File: config.mk
export PLATFORM = sky130hd
export DESIGN_NAME = aon_reset_conditioner
export DESIGN_NICKNAME = d
export VERILOG_FILES = /design/src/rtl/porst_pkg.sv /design/src/rtl/por_stretch.sv /design/src/rtl/rst_sync2.sv /design/src/rtl/aon_reset_conditioner.sv
export SDC_FILE = /design/constraint.sdc
export NUM_CORES = 1
export LEC_CHECK = 0
export BUFFER_PORTS_ARGS = -buffer_cell sky130_fd_sc_hd__buf_2
export CORE_AREA = 2 2 39 41
export DETAILED_ROUTE_END_ITERATION = 8
export DIE_AREA = 0 0 41 43
export PLACE_DENSITY = 0.68
export SETUP_SLACK_MARGIN = 0.02
export SLEW_MARGIN = 25
export SYNTH_ARGS = -nofsm -noshare
export SYNTH_HDL_FRONTEND = slang
export SYNTH_SLANG_ARGS = --single-unit
File: constraint.sdc
create_clock -name clk_i -period 1 [get_ports clk_i]
set_clock_uncertainty 0.15 [all_clocks]
set_input_delay 0 -clock clk_i [delete_from_list [all_inputs] [get_ports clk_i]]
set_output_delay 0 -clock clk_i [all_outputs]
set_load 0.02 [all_outputs]
File: src/rtl/porst_pkg.sv
package porst_pkg;

    localparam int unsigned SCAN_W = 4;
    localparam logic [SCAN_W-1:0] SCAN_ON  = 4'b0110;
    localparam logic [SCAN_W-1:0] SCAN_OFF = 4'b1001;

    // Strict decode: only the exact on code selects test mode.
    function automatic logic scan_is_on(input logic [SCAN_W-1:0] code);
        return code == SCAN_ON;
    endfunction

endpackage

File: src/rtl/por_stretch.sv
module por_stretch #(
    parameter int unsigned MIN_CYC = 32
) (
    input  logic clk_i,
    input  logic por_ni,
    output logic rel_o
);
    localparam int unsigned CW = $clog2(MIN_CYC + 1);

    typedef struct packed {
        logic [CW-1:0] cnt;
        logic          rel;
    } st_t;

    st_t st_d, st_q;

    always_comb begin
        st_d = st_q;
        if (!st_q.rel) begin
            if (st_q.cnt == CW'(MIN_CYC - 1)) begin
                st_d.cnt = CW'(MIN_CYC);
                st_d.rel = 1'b1;
            end else begin
                st_d.cnt = st_q.cnt + 1'b1;
            end
        end
    end

    always_ff @(posedge clk_i or negedge por_ni) begin
        if (!por_ni) begin
            st_q <= '0;
        end else begin
            st_q <= st_d;
        end
    end

    assign rel_o = st_q.rel;

endmodule

File: src/rtl/rst_sync2.sv
module rst_sync2 #(
    parameter int unsigned STAGES = 2
) (
    input  logic clk_i,
    input  logic arst_ni,
    output logic rst_no
);
    logic [STAGES-1:0] sh_d, sh_q;

    always_comb begin
        sh_d = {sh_q[STAGES-2:0], 1'b1};
    end

    always_ff @(posedge clk_i or negedge arst_ni) begin
        if (!arst_ni) begin
            sh_q <= '0;
        end else begin
            sh_q <= sh_d;
        end
    end

    assign rst_no = sh_q[STAGES-1];

endmodule

File: src/rtl/aon_reset_conditioner.sv
module aon_reset_conditioner #(
    parameter int unsigned NUM_DOM     = 2,
    parameter int unsigned MIN_CYC     = 32,
    parameter int unsigned SYNC_STAGES = 2
) (
    input  logic                       clk_i,
    input  logic                       por_ni,
    input  logic [porst_pkg::SCAN_W-1:0] scan_mode_i,
    input  logic                       scan_rst_ni,
    input  logic [NUM_DOM-1:0]         lc_req_i,
    input  logic [NUM_DOM-1:0]         sys_req_i,
    output logic                       aon_rst_no,
    output logic [NUM_DOM-1:0]         lc_rst_no,
    output logic [NUM_DOM-1:0]         sys_rst_no
);
    logic scan_act;
    logic gated_por_n;
    logic stretched_n;

    always_comb begin
        scan_act    = porst_pkg::scan_is_on(scan_mode_i);
        gated_por_n = por_ni & ~scan_act;
        aon_rst_no  = scan_act ? scan_rst_ni : stretched_n;
    end

    por_stretch #(.MIN_CYC(MIN_CYC)) u_stretch (
        .clk_i  (clk_i),
        .por_ni (gated_por_n),
        .rel_o  (stretched_n)
    );

    logic [NUM_DOM-1:0] lc_raw_n, sys_raw_n;

    for (genvar d = 0; d < NUM_DOM; d++) begin : g_dom
        assign lc_raw_n[d]  = aon_rst_no & ~lc_req_i[d];
        assign sys_raw_n[d] = aon_rst_no & ~sys_req_i[d];

        rst_sync2 #(.STAGES(SYNC_STAGES)) u_lc_sync (
            .clk_i   (clk_i),
            .arst_ni (lc_raw_n[d]),
            .rst_no  (lc_rst_no[d])
        );

        rst_sync2 #(.STAGES(SYNC_STAGES)) u_sys_sync (
            .clk_i   (clk_i),
            .arst_ni (sys_raw_n[d]),
            .rst_no  (sys_rst_no[d])
        );
    end

endmodule

==> impl_metrics.env <==
export IMPL_powerDensity_nw_per_um2=1140
export IMPL_grt_pass1_wl_mm=1.91
export IMPL_total_power_mw=1.06
export IMPL_antenna_found_initial=0
export IMPL_grt_pass1_vias=478
export IMPL_fin_crit_sh_pct=132
export IMPL_final_setup_viol_count=8
export IMPL_cts_hold_buf=5
export IMPL_cts_clk_slew_worst_paths_ps=90
export IMPL_fp_dieW_um=41
export IMPL_die_height_um=43
export IMPL_overflow=0
export IMPL_portBuffers=15
export IMPL_coreArea_um2=1380
export IMPL_cp_data_arrival_time_ps=1170
export IMPL_drt_iter0_markers=1
export IMPL_clockRootBuffer="clkbuf_4"
export IMPL_rows=14
export IMPL_reg2reg_from="u_stretch.rel_o"
export IMPL_ys_flop_type="dfrtp_1"
export IMPL_ir_worst_vdd_mv=0.978
export IMPL_async_reset_ff_share_pct=100
export IMPL_drive_gt1_share_pct=50.6
export IMPL_yosys_area_top_type="dfrtp_1"
export IMPL_rrSetupSlack_ps=-320
export IMPL_grt_usage_pct=16.6
export IMPL_worstPathMaxFanout=2
export IMPL_fmax_ghz=0.756
export IMPL_grt_max_degree=10
export IMPL_cts_tree="built"
export IMPL_worstRegToRegCells=4
export IMPL_placed_cell_area_um2=741
export IMPL_status="finished with violations"
export IMPL_hold_class="primary input to asynchronous set/reset pin"
export IMPL_critical_path_class="flip-flop to primary output"
export IMPL_fin_nets=94
export IMPL_synth_warnings=0
export IMPL_initial_core_util_pct=43.4
export IMPL_antenna_cells=0
export IMPL_via_per_inst=4.53
export IMPL_timing_rr_end="u_stretch.st_q[5]"
export IMPL_ys_seq_area_share_pct=62.5
export IMPL_holdWs_ps=-231
export IMPL_final_core_util_pct=67.2
export IMPL_max_cap_violations=0
export IMPL_syn_cell_area_um2=601
export IMPL_cts_buffers=3
export IMPL_syn_avg_cell_area_um2=12.5
export IMPL_die_area_um2=1760
export IMPL_hold_viol=15
export IMPL_cp_end_kind="primary output"
export IMPL_drc=0
export IMPL_critPathLaunchType="flip-flop"
export IMPL_synth_edf_count=0
export IMPL_numClockSinks=15
export IMPL_crit_start="u_stretch.rel_o"
export IMPL_finalWorstSetupSlack_ps=-322
export IMPL_routabilityCongestion=0.722
export IMPL_place_ws_ps=-209
export IMPL_hpwl_um=716
export IMPL_leakage_nw=0.440
export IMPL_yosysTopAreaCellShare_pct=62.5
export IMPL_slew_viol_final=0
export IMPL_htreeDepth=1
export IMPL_vias=439
export IMPL_wirelength_mm=1.12
export IMPL_syn_inst=48
export IMPL_final_cell_area_um2=930
export IMPL_syn2layout_area_growth_pct=54.8
export IMPL_violations="negative hold slack, negative setup slack"
export IMPL_clk_latency_ps=280
export IMPL_synthDistinctLibCells=21
export IMPL_post_drt_wl_per_cell_um=11.6
export IMPL_synth_most_common_cell="dfrtp_1"
export IMPL_ant_nets=0
export IMPL_ios=16
export IMPL_fin_crit_ps=1320
export IMPL_n_fill_cell=105
export IMPL_drtPass1Iterations=2
export IMPL_synth_area_leaders="dfrtp_1, buf_4, xnor2_1"
export IMPL_synth_seq_cells=15
export IMPL_netlist_top_cells_count="dfrtp_1, buf_4, nor2_1"
export IMPL_cts_max_path_buffers=2
export IMPL_rsz0062_at_grt="true"
export IMPL_worstPathRequired_ps=850
[worst max-delay path by stage]
stage	endpoint	slack (ps)	depth (start not counted)
after floorplan	u_stretch.st_q[5]	-240	4
after CTS	aon_rst_no	-310	4
after detailed placement	u_stretch.st_q[5]	-210	4
after global placement	u_stretch.st_q[5]	-190	4
after global routing	aon_rst_no	-390	4
final	aon_rst_no	-320	4
[cells in the final DEF (no fill, tap or decap)]
cell type      instances
o21bai_4               1
nand2b_4               2
o21ai_2                1
inv_1                  1
conb_1                 4
o21ai_1                1
nand4b_1               1
a21oi_2                1
dfrtp_1               15
nor2_4                 1
mux2i_1                1
and2b_1                1
o31ai_1                1
dlygate4sd3_1          5
or2_1                  2
a21oi_1                1
clkbuf_4               3
nor2_2                 3
mux2_4                 1
ha_4                   1
clkinv_2               1
nand2_1                3
nand3b_1               1
mux2i_2                1
buf_2                 10
buf_6                  6
xnor2_1                2
buf_4                  9
and4bb_1               1
[state kept, by name, indices dropped and copies added, names as in the netlist]
name	flops
u_stretch.st_q	6
g_dom.u_lc_sync.sh_q	4
g_dom.u_sys_sync.sh_q	4
u_stretch.rel_o	1
[stage by stage]
step | TNS (ps) | std cells | hold slack, ps
3_5_place_dp | -1050 | 86 | -235
5_1_grt | -2230 | 97 | -214
2_1_floorplan | -878 | 51 | -353
6_report | -1840 | 97 | -231
3_3_place_gp | -956 | 86 | -242
4_1_cts | -1720 | 97 | -248
[critical path, stage by stage (launching register included)]
cell	delay, ps
dfrtp_1	400
buf_6	120
mux2i_2	160
inv_1	70
buf_6	130
[power breakdown]
part | switching, mW | internal [mW] | total, mW
logic | 0.0434 | 0.0533 | 0.0968
clock network | 0.191 | 0.148 | 0.340
registers | 0.00568 | 0.622 | 0.628
[kinds of logic after synthesis]
logic type                 share of synthesized area (%)
muxes                                               5.83
xor gates and xnor gates                            2.92
AOI/OAI and AO/OA                                   5.83
buffers and inverters                               5.62
DFF                                                 62.5
other                                              0.624
and+or+nand+nor                                     14.6
adders and majority gates                           2.08
[what timing repair did]
item,in CTS,in global routing
gates resized for setup,6,18
pin swaps,0,2
setup buffers,2,1
setup endpoints to repair,8,18
hold endpoints to repair,15,15
[layout make-up]
| type | count | area, um2 | area share (%) |
|---|---|---|---|
| Inverter | 1 | 3.75 | 0.404 |
| Multi-Input combinational cell | 31 | 268 | 28.8 |
| Clock inverter | 1 | 5.00 | 0.538 |
| Timing Repair Buffer | 30 | 235 | 25.3 |
| Sequential cell | 15 | 375 | 40.4 |
| Tap cell | 16 | 20.0 | 2.15 |
| Clock buffer | 3 | 22.5 | 2.42 |
[metal layers]
metal / up-vias / part of all wire (%) / track usage (%)
met2: 12 / 53 / 22.2
met3: 2 / 4.1 / 6.28
met1: 208 / 42 / 21.5
li1: 217 / - / -
met4: 0 / 0.89 / 11.3
met5: - / 0 / 0
(Power assumes the default switching activity.)
